[config.mk]
export PLATFORM = sky130hd
export DESIGN_NAME = bus_break_top
export DESIGN_NICKNAME = d
export VERILOG_FILES = /design/src/rtl/brk_pkg.sv /design/src/rtl/brk_match.sv /design/src/rtl/brk_regs.sv /design/src/rtl/bus_break_top.sv
export SDC_FILE = /design/constraint.sdc
export NUM_CORES = 1
export LEC_CHECK = 0
export BUFFER_PORTS_ARGS = -buffer_cell sky130_fd_sc_hd__buf_2
export CORE_ASPECT_RATIO = 0.75
export CORE_MARGIN = 2
export CORE_UTILIZATION = 59
export DETAILED_ROUTE_END_ITERATION = 16
export HOLD_SLACK_MARGIN = 0.08
export PLACE_DENSITY = 0.86
export SLEW_MARGIN = 20
export SYNTH_ARGS = -nofsm -noshare
export SYNTH_HDL_FRONTEND = slang
export SYNTH_HIERARCHICAL = 1
export SYNTH_SLANG_ARGS = --single-unit
export TNS_END_PERCENT = 20
[constraint.sdc]
create_clock -name clk -period 2.4 [get_ports clk]
set_clock_uncertainty 0.1 [all_clocks]
set_input_delay 0.36 -clock clk [delete_from_list [all_inputs] [get_ports clk]]
set_output_delay 0.36 -clock clk [all_outputs]
set_load 0.02 [all_outputs]
[src/rtl/brk_pkg.sv]
package brk_pkg;
    localparam int ID_W = 8;

    // per-channel condition word, low 18 bits of the condition register
    typedef struct packed {
        logic            cpu_only;
        logic            data_en;
        logic [ID_W-1:0] id;
        logic            id_en;
        logic            after;
        logic [1:0]      size;
        logic            size_chk;
        logic            wr;
        logic            fetch;
        logic            en;
    } cond_t;

    localparam int COND_W = $bits(cond_t);

    localparam logic [3:0] RG_A_ADDR  = 4'd0;
    localparam logic [3:0] RG_A_MASK  = 4'd1;
    localparam logic [3:0] RG_A_COND  = 4'd2;
    localparam logic [3:0] RG_B_ADDR  = 4'd3;
    localparam logic [3:0] RG_B_MASK  = 4'd4;
    localparam logic [3:0] RG_B_COND  = 4'd5;
    localparam logic [3:0] RG_B_DATA  = 4'd6;
    localparam logic [3:0] RG_B_DMASK = 4'd7;
    localparam logic [3:0] RG_CTRL    = 4'd8;

    localparam int CB_SEQ   = 0;
    localparam int CB_ARMED = 1;
    localparam int CB_CLR   = 2;
    localparam int CB_FLAGA = 4;
    localparam int CB_FLAGB = 5;
endpackage

[src/rtl/brk_match.sv]
module brk_match
    import brk_pkg::*;
#(
    parameter int AW = 32,
    parameter int DW = 32
) (
    input  logic            bus_valid,
    input  logic            bus_cpu,
    input  logic            bus_fetch,
    input  logic            bus_write,
    input  logic [1:0]      bus_size,
    input  logic [AW-1:0]   bus_addr,
    input  logic [DW-1:0]   bus_data,
    input  logic [ID_W-1:0] bus_asid,
    input  logic [AW-1:0]   cmp_addr,
    input  logic [AW-1:0]   cmp_mask,
    input  logic [DW-1:0]   cmp_data,
    input  logic [DW-1:0]   cmp_dmask,
    input  cond_t           cond,
    output logic            hit_now,
    output logic            hit_late
);
    logic addr_ok, data_ok, id_ok, kind_ok, hit;

    always_comb begin
        addr_ok = ((bus_addr ^ cmp_addr) & ~cmp_mask) == '0;
        data_ok = !cond.data_en || (((bus_data ^ cmp_data) & ~cmp_dmask) == '0);
        id_ok   = !cond.id_en || (bus_asid == cond.id);
        kind_ok = (bus_fetch == cond.fetch) && (bus_write == cond.wr)
                  && (!cond.size_chk || (bus_size == cond.size))
                  && (!cond.cpu_only || bus_cpu);
        hit      = bus_valid && cond.en && addr_ok && data_ok && id_ok && kind_ok;
        hit_late = hit && cond.fetch && cond.after;
        hit_now  = hit && !hit_late;
    end
endmodule

[src/rtl/brk_regs.sv]
module brk_regs
    import brk_pkg::*;
#(
    parameter int AW = 32,
    parameter int DW = 32
) (
    input  logic          clk,
    input  logic          rst_n,
    input  logic          we,
    input  logic [3:0]    addr,
    input  logic [DW-1:0] wdata,
    input  logic [2:0]    stat,      // {flag_b, flag_a, armed}
    output logic [DW-1:0] rdata,
    output logic [AW-1:0] ch_addr [2],
    output logic [AW-1:0] ch_mask [2],
    output cond_t         ch_cond [2],
    output logic [DW-1:0] b_data,
    output logic [DW-1:0] b_dmask,
    output logic          seq_mode
);
    typedef struct packed {
        logic [AW-1:0]     a_addr, a_mask, b_addr, b_mask;
        logic [COND_W-1:0] a_cond, b_cond;
        logic [DW-1:0]     b_data, b_dmask;
        logic              seq;
    } regs_t;

    regs_t r_d, r_q;

    always_comb begin
        r_d = r_q;
        if (we) begin
            unique case (addr)
                RG_A_ADDR:  r_d.a_addr  = AW'(wdata);
                RG_A_MASK:  r_d.a_mask  = AW'(wdata);
                RG_A_COND:  r_d.a_cond  = wdata[COND_W-1:0];
                RG_B_ADDR:  r_d.b_addr  = AW'(wdata);
                RG_B_MASK:  r_d.b_mask  = AW'(wdata);
                RG_B_COND:  r_d.b_cond  = wdata[COND_W-1:0];
                RG_B_DATA:  r_d.b_data  = wdata;
                RG_B_DMASK: r_d.b_dmask = wdata;
                RG_CTRL:    r_d.seq     = wdata[CB_SEQ];
                default: ;
            endcase
        end
    end

    always_ff @(posedge clk) begin
        if (!rst_n) r_q <= '0;
        else        r_q <= r_d;
    end

    always_comb begin
        unique case (addr)
            RG_A_ADDR:  rdata = DW'(r_q.a_addr);
            RG_A_MASK:  rdata = DW'(r_q.a_mask);
            RG_A_COND:  rdata = DW'(r_q.a_cond);
            RG_B_ADDR:  rdata = DW'(r_q.b_addr);
            RG_B_MASK:  rdata = DW'(r_q.b_mask);
            RG_B_COND:  rdata = DW'(r_q.b_cond);
            RG_B_DATA:  rdata = r_q.b_data;
            RG_B_DMASK: rdata = r_q.b_dmask;
            RG_CTRL:    rdata = DW'({stat[2:1], 2'b00, stat[0], r_q.seq});
            default:    rdata = '0;
        endcase
    end

    assign ch_addr[0] = r_q.a_addr;
    assign ch_addr[1] = r_q.b_addr;
    assign ch_mask[0] = r_q.a_mask;
    assign ch_mask[1] = r_q.b_mask;
    assign ch_cond[0] = cond_t'(r_q.a_cond);
    assign ch_cond[1] = cond_t'(r_q.b_cond);
    assign b_data     = r_q.b_data;
    assign b_dmask    = r_q.b_dmask;
    assign seq_mode   = r_q.seq;

    // a write to the control word leaves the mode bit equal to the written value
    AST_CTRL_MODE_WRITE: assert property (@(posedge clk) disable iff (!rst_n)
        (we && addr == RG_CTRL) |=> (seq_mode == $past(wdata[CB_SEQ])));
endmodule

[src/rtl/bus_break_top.sv]
module bus_break_top
    import brk_pkg::*;
#(
    parameter int AW = 32,
    parameter int DW = 32
) (
    input  logic            clk,
    input  logic            rst_n,
    input  logic            reg_we,
    input  logic [3:0]      reg_addr,
    input  logic [DW-1:0]   reg_wdata,
    output logic [DW-1:0]   reg_rdata,
    input  logic            bus_valid,
    input  logic            bus_cpu,
    input  logic            bus_fetch,
    input  logic            bus_write,
    input  logic [1:0]      bus_size,
    input  logic [AW-1:0]   bus_addr,
    input  logic [DW-1:0]   bus_data,
    input  logic [ID_W-1:0] bus_asid,
    input  logic            retire,
    output logic            brk_req,
    output logic            brk_chan,
    output logic            brk_after
);
    localparam int NCH = 2;

    typedef struct packed {
        logic armed;
        logic flag_a, flag_b;
        logic pend_a, pend_b;
        logic brk, brk_ch, brk_aft;
    } st_t;

    st_t s_d, s_q;

    logic [AW-1:0] ch_addr [NCH];
    logic [AW-1:0] ch_mask [NCH];
    cond_t         ch_cond [NCH];
    logic [DW-1:0] b_data, b_dmask;
    logic          seq_mode;
    logic [NCH-1:0] hit_now, hit_late, hit_any;

    brk_regs #(.AW(AW), .DW(DW)) u_regs (
        .clk(clk), .rst_n(rst_n), .we(reg_we), .addr(reg_addr), .wdata(reg_wdata),
        .stat({s_q.flag_b, s_q.flag_a, s_q.armed}), .rdata(reg_rdata),
        .ch_addr(ch_addr), .ch_mask(ch_mask), .ch_cond(ch_cond),
        .b_data(b_data), .b_dmask(b_dmask), .seq_mode(seq_mode)
    );

    for (genvar c = 0; c < NCH; c++) begin : g_ch
        // channel A has no data value: its data compare is fully masked
        localparam bit HAS_DATA = (c == 1);
        brk_match #(.AW(AW), .DW(DW)) u_match (
            .bus_valid(bus_valid), .bus_cpu(bus_cpu), .bus_fetch(bus_fetch),
            .bus_write(bus_write), .bus_size(bus_size), .bus_addr(bus_addr),
            .bus_data(bus_data), .bus_asid(bus_asid),
            .cmp_addr(ch_addr[c]), .cmp_mask(ch_mask[c]),
            .cmp_data(HAS_DATA ? b_data : '0),
            .cmp_dmask(HAS_DATA ? b_dmask : '1),
            .cond(ch_cond[c]), .hit_now(hit_now[c]), .hit_late(hit_late[c])
        );
    end

    assign hit_any = hit_now | hit_late;

    logic ctrl_wr, mode_chg, serve_a, serve_b, b_fire;

    always_comb begin
        s_d         = s_q;
        s_d.brk     = 1'b0;
        s_d.brk_ch  = 1'b0;
        s_d.brk_aft = 1'b0;

        ctrl_wr  = reg_we && (reg_addr == RG_CTRL);
        mode_chg = ctrl_wr && (reg_wdata[CB_SEQ] != seq_mode);

        // sticky flags: software clears with 0, a hit sets (set wins)
        if (ctrl_wr) begin
            s_d.flag_a = s_q.flag_a & reg_wdata[CB_FLAGA];
            s_d.flag_b = s_q.flag_b & reg_wdata[CB_FLAGB];
        end
        s_d.flag_a = s_d.flag_a | hit_any[0];
        s_d.flag_b = s_d.flag_b | hit_any[1];

        // retire strobe serves a pending after-execution break, A first
        serve_a = retire && s_q.pend_a;
        serve_b = retire && !s_q.pend_a && s_q.pend_b;
        s_d.pend_a = s_q.pend_a & ~serve_a;
        s_d.pend_b = s_q.pend_b & ~serve_b;

        b_fire = 1'b0;
        if (seq_mode) begin
            b_fire = hit_any[1] && s_q.armed;
            if (b_fire) begin
                s_d.armed = 1'b0;
                if (hit_now[1]) begin
                    s_d.brk    = 1'b1;
                    s_d.brk_ch = 1'b1;
                end else begin
                    s_d.pend_b = 1'b1;
                end
            end else if (hit_any[0]) begin
                s_d.armed = 1'b1;
            end
        end else begin
            s_d.pend_a = s_d.pend_a | hit_late[0];
            s_d.pend_b = s_d.pend_b | hit_late[1];
            if (hit_now[0]) begin
                s_d.brk = 1'b1;
            end else if (hit_now[1]) begin
                s_d.brk    = 1'b1;
                s_d.brk_ch = 1'b1;
            end
        end

        if (serve_a || serve_b) begin
            s_d.brk     = 1'b1;
            s_d.brk_ch  = serve_b;
            s_d.brk_aft = 1'b1;
        end

        if (ctrl_wr && (reg_wdata[CB_CLR] || mode_chg)) s_d.armed = 1'b0;
    end

    always_ff @(posedge clk) begin
        if (!rst_n) s_q <= '0;
        else        s_q <= s_d;
    end

    assign brk_req   = s_q.brk;
    assign brk_chan  = s_q.brk_ch;
    assign brk_after = s_q.brk_aft;

    AST_SEQ_NEEDS_ARM: assert property (@(posedge clk) disable iff (!rst_n)
        (brk_req && !brk_after && $past(seq_mode)) |-> $past(s_q.armed));
    AST_ARM_CLEARED: assert property (@(posedge clk) disable iff (!rst_n)
        (brk_req && !brk_after) |-> !s_q.armed);
    AST_AFTER_ON_RETIRE: assert property (@(posedge clk) disable iff (!rst_n)
        (brk_req && brk_after) |-> $past(retire));
    AST_FLAG_WITH_BREAK: assert property (@(posedge clk) disable iff (!rst_n)
        (brk_req && !brk_after && !brk_chan) |-> s_q.flag_a);
    AST_MODE_CLEARS_ARM: assert property (@(posedge clk) disable iff (!rst_n)
        $past(mode_chg) |-> !s_q.armed);
endmodule

==> impl_metrics.sql <==
INSERT INTO impl_metrics (metric_group, metric, value, unit) VALUES
('status', 'run_status', 'finished, violations left', ''),
('status', 'failing_checks', 'setup timing', ''),
('layout', 'multiInputGateArea', '8010', 'um^2'),
('sta', 'finalSetupTns', '-0.0227', 'ns'),
('setup_path', 'worst-endpoint-arrival', '1.95', 'ns'),
('place', 'placement.cell_area', '15400', 'um^2'),
('grt', 'global_route.usage.met3', '20.1', '%'),
('clock_network', 'clk_pin_slew_worst_paths', '0.06', 'ns'),
('layout', 'insertedDiodeCount', '0', ''),
('die', 'die-height', '133', 'um'),
('sta', 'part_of_the_cycle_the_worst_path_needs', '101', '%'),
('layout', 'layout.nets', '2043', ''),
('pwr', 'seq_power_share', '42.8', '%'),
('grt', 'grt_antenna_before_repair', '2', ''),
('logic_synthesis', 'async_reset_ff_share', '0', '%'),
('die', 'die_w', '176', 'um'),
('pwr', 'power_density', '569', 'nW/um^2'),
('die', 'core-area', '21900', 'um^2'),
('layout', 'drive_above_1_share', '23.5', '%'),
('detailed_routing', 'route.final.wire_length', '54.2', 'mm'),
('setup_path', 'worst-path-max-fanout', '2', ''),
('logic_synthesis', 'ys_seq_elements', '237', ''),
('detailed_routing', 'detail_route.first_pass.iterations', '12', ''),
('detailed_routing', 'vias', '14100', ''),
('layout', 'leading_cell_types_in_the_layout_fill_and_taps_excluded', 'nand2_1 (470), dfxtp_1 (220), buf_4 (179)', ''),
('die', 'initial_utilization', '59.7', '%'),
('grt', 'first_global_vias', '13200', ''),
('place', 'gp_congestion', '1.07', ''),
('sta', 'worst_slew_pin_slew', '0.602', 'ns'),
('logic_synthesis', 'synth-warning-count', '6', ''),
('pwr', 'switching_share', '25.8', '%'),
('sta', 'fin_ws', '-0.0129', 'ns'),
('clock_network', 'tritoncts', 'done', ''),
('setup_path', 'critPathLaunch', 'u_regs/b_data[0]$_SDFFE_PN0P_', ''),
('pwr', 'switching_power', '0.00243', 'W'),
('layout', 'area_delta_synth_final', '26.6', '%'),
('grt', 'globalRouteTotalUtil', '44.7', '%'),
('layout', 'layout.filler_cells', '1570', ''),
('sta', 'rsz0062_at_grt', 'true', ''),
('layout', 'summed_area_of_non_filler_cells_in_the_final_layout', '16600', 'um^2'),
('setup_path', 'crit-reg2reg-launch', 'u_regs/ch_addr[44]$_SDFFE_PN0P_', ''),
('setup_path', 'worst_r2r_endpoint', 'brk_req$_SDFF_PN0_', ''),
('grt', 'layer_carrying_the_most_global_route_usage', 'met2', ''),
('clock_network', 'number_of_sinks_handled_by_clock_tree_synthesis', '237', ''),
('setup_path', 'critPathCaptureType', 'output pin', ''),
('logic_synthesis', 'seq_area_frac_synth', '36.2', '%'),
('job', 'cap_viol_max_count', '0', ''),
('place', 'buffer_ports.inserted', '152', ''),
('die', 'ios', '153', ''),
('clock_network', 'deepest_level_of_the_cts_h_tree', '1', ''),
('sta', 'final_setup_fails', '3', ''),
('grt', 'grt_met1_use', '60.6', '%'),
('pwr', 'power_report.internal_total', '0.00699', 'W'),
('min_path', 'timing.hold.worst.class', 'input port to flop', ''),
('logic_synthesis', 'synth_top_flop_cell', 'dfxtp_1', ''),
('place', 'post-dp-hpwl', '39.6', 'mm'),
('detailed_routing', 'drt_first_iter_violations', '2366', ''),
('detailed_routing', 'vias_per_cell', '6.30', ''),
('clock_network', 'clock_path_buffers', '3', ''),
('sta', 'hold_viol', '0', ''),
('clock_network', 'clockRootBuffer', 'clkbuf_16', ''),
('clock_network', 'worstSkewPairLatency', '0.54', 'ns'),
('sta', 'max-slew-margin-rel', '59.5', '%'),
('sta', 'slew_violations', '0', ''),
('pwr', 'power.ir.vdd_worst', '701', 'uV'),
('pwr', 'combPwrFrac', '13.6', '%'),
('setup_path', 'criticalPathCategory', 'flop to output pin', ''),
('detailed_routing', 'post_drt_wl_per_cell', '24.3', 'um'),
('sta', 'maxClockFrequency', '414', 'MHz'),
('layout', 'mostFrequentLayoutCell', 'nand2_1', ''),
('logic_synthesis', 'postSynthCellCount', '1600', '');
synth_stat cells, drive strengths merged, types with 5 or more instances:
cell / number / area, um^2
a22oi: 38 / 285
a221oi: 16 / 140
nor3: 10 / 55.1
a22o: 7 / 61.3
o21ai: 21 / 105
clkbuf: 38 / 144
buf: 85 / 561
nand3: 10 / 60.1
nor2: 34 / 165
and2: 5 / 33.8
nor2b: 11 / 83.8
a222oi: 5 / 50.1
o221ai: 10 / 87.6
o211ai: 5 / 37.5
nand4: 12 / 75.1
a2111oi: 6 / 77.6
nand2: 471 / 1770
o22ai: 67 / 419
mux2: 9 / 105
xnor2: 145 / 1270
xor2: 8 / 70.1
and3: 5 / 31.3
a21oi: 13 / 65.1
a32oi: 9 / 78.8
or2: 5 / 33.8
mux2i: 33 / 330
nand2b: 8 / 50.1
a21boi: 229 / 1720
dfxtp: 237 / 4740
nor4: 11 / 68.8
worst min-delay path by stage:
| stage | startpoint | to | slack [ns] | cells after the start |
|---|---|---|---|---|
| after global placement | u_regs/ch_mask[9]$_SDFFE_PN0P_ | u_regs/ch_mask[9]$_SDFFE_PN0P_ | 0.36 | 2 |
| after CTS | reg_wdata[14] | u_regs/ch_addr[14]$_SDFFE_PN0P_ | 0.09 | 3 |
| after global routing | reg_wdata[25] | u_regs/ch_addr[57]$_SDFFE_PN0P_ | 0.1 | 3 |
| after detailed placement | u_regs/ch_mask[12]$_SDFFE_PN0P_ | u_regs/ch_mask[12]$_SDFFE_PN0P_ | 0.37 | 2 |
| after floorplan | u_regs/ch_cond[25]$_SDFFE_PN0P_ | u_regs/ch_cond[25]$_SDFFE_PN0P_ | 0.34 | 2 |
| final | reg_wdata[14] | u_regs/ch_addr[14]$_SDFFE_PN0P_ | 0.09 | 3 |
per-stage QoR:
stage	power, W	util [%]	hold slack (ns)	instances
after floorplan	0.00476	-	0.344	1662
after global placement	0.00527	70.0	0.358	2176
after detailed placement	0.00528	70.0	0.368	2176
after CTS	0.00931	75.0	0.0852	2233
after global routing	0.00960	75.5	0.0999	2233
final	0.00942	75.5	0.0864	2233
timing repair:
item                                    in CTS  in global routing
buffers inserted                             1                  0
resized for setup                           17                 33
endpoints found under the setup margin      10                 20
hold endpoints to repair                    59                  0
hold buffers                                15                  0
pin swaps                                    3                 21
per-layer routing:
metal  vias to the layer above  routed length, um
met2                      1115              22000
li1                       6130                  -
met4                         4               2110
met5                         -                 27
met3                       179               9130
met1                      6637              21000
sequential cells by signal (all words and copies together), names as in the netlist:
| register | count |
|---|---|
| brk_after | 1 |
| brk_chan | 1 |
| brk_req | 1 |
| s_q | 5 |
| u_regs/b_data | 32 |
| u_regs/b_dmask | 32 |
| u_regs/ch_addr | 64 |
| u_regs/ch_cond | 36 |
| u_regs/ch_mask | 64 |
| u_regs/seq_mode | 1 |
cell type report:
| class | instances | share of cell area [%] |
|---|---|---|
| multi-input cells | 1296 | 48.4 |
| flip-flops and latches | 237 | 28.8 |
| repair buffers | 359 | 15.3 |
| clock buffers | 36 | 4.51 |
| well taps | 294 | 2.22 |
| clock inverters | 5 | 0.650 |
| inverters | 6 | 0.136 |
power by group through the flow:
stage,combinational (W),sequential [W],clock [W]
2_1_floorplan,0.000656,0.00410,0
3_3_place_gp,0.00115,0.00412,0
3_5_place_dp,0.00117,0.00412,0
4_1_cts,0.00120,0.00403,0.00408
5_1_grt,0.00132,0.00404,0.00424
6_report,0.00128,0.00404,0.00411
logic make-up (layout without fill, tap and decap cells):
family | after synthesis | count (layout) | share of synthesized area (%)
flops | 237 | 237 | 36.2
compound gates | 449 | 449 | 25.5
xor+xnor | 153 | 153 | 10.2
other cells | 2 | 64 | 0.0574
mux | 42 | 42 | 3.33
simple gates | 588 | 588 | 19.1
buf+inv | 129 | 406 | 5.55
worst max-delay path: stages, from the launching register on:
cell     delay (ns)
dfxtp_1        0.32
buf_4          0.14
mux2i_2        0.18
buf_4          0.19
o21ai_0        0.10
or3_1          0.33
buf_2          0.17
No activity file was read; power rests on OpenSTA's default activity.
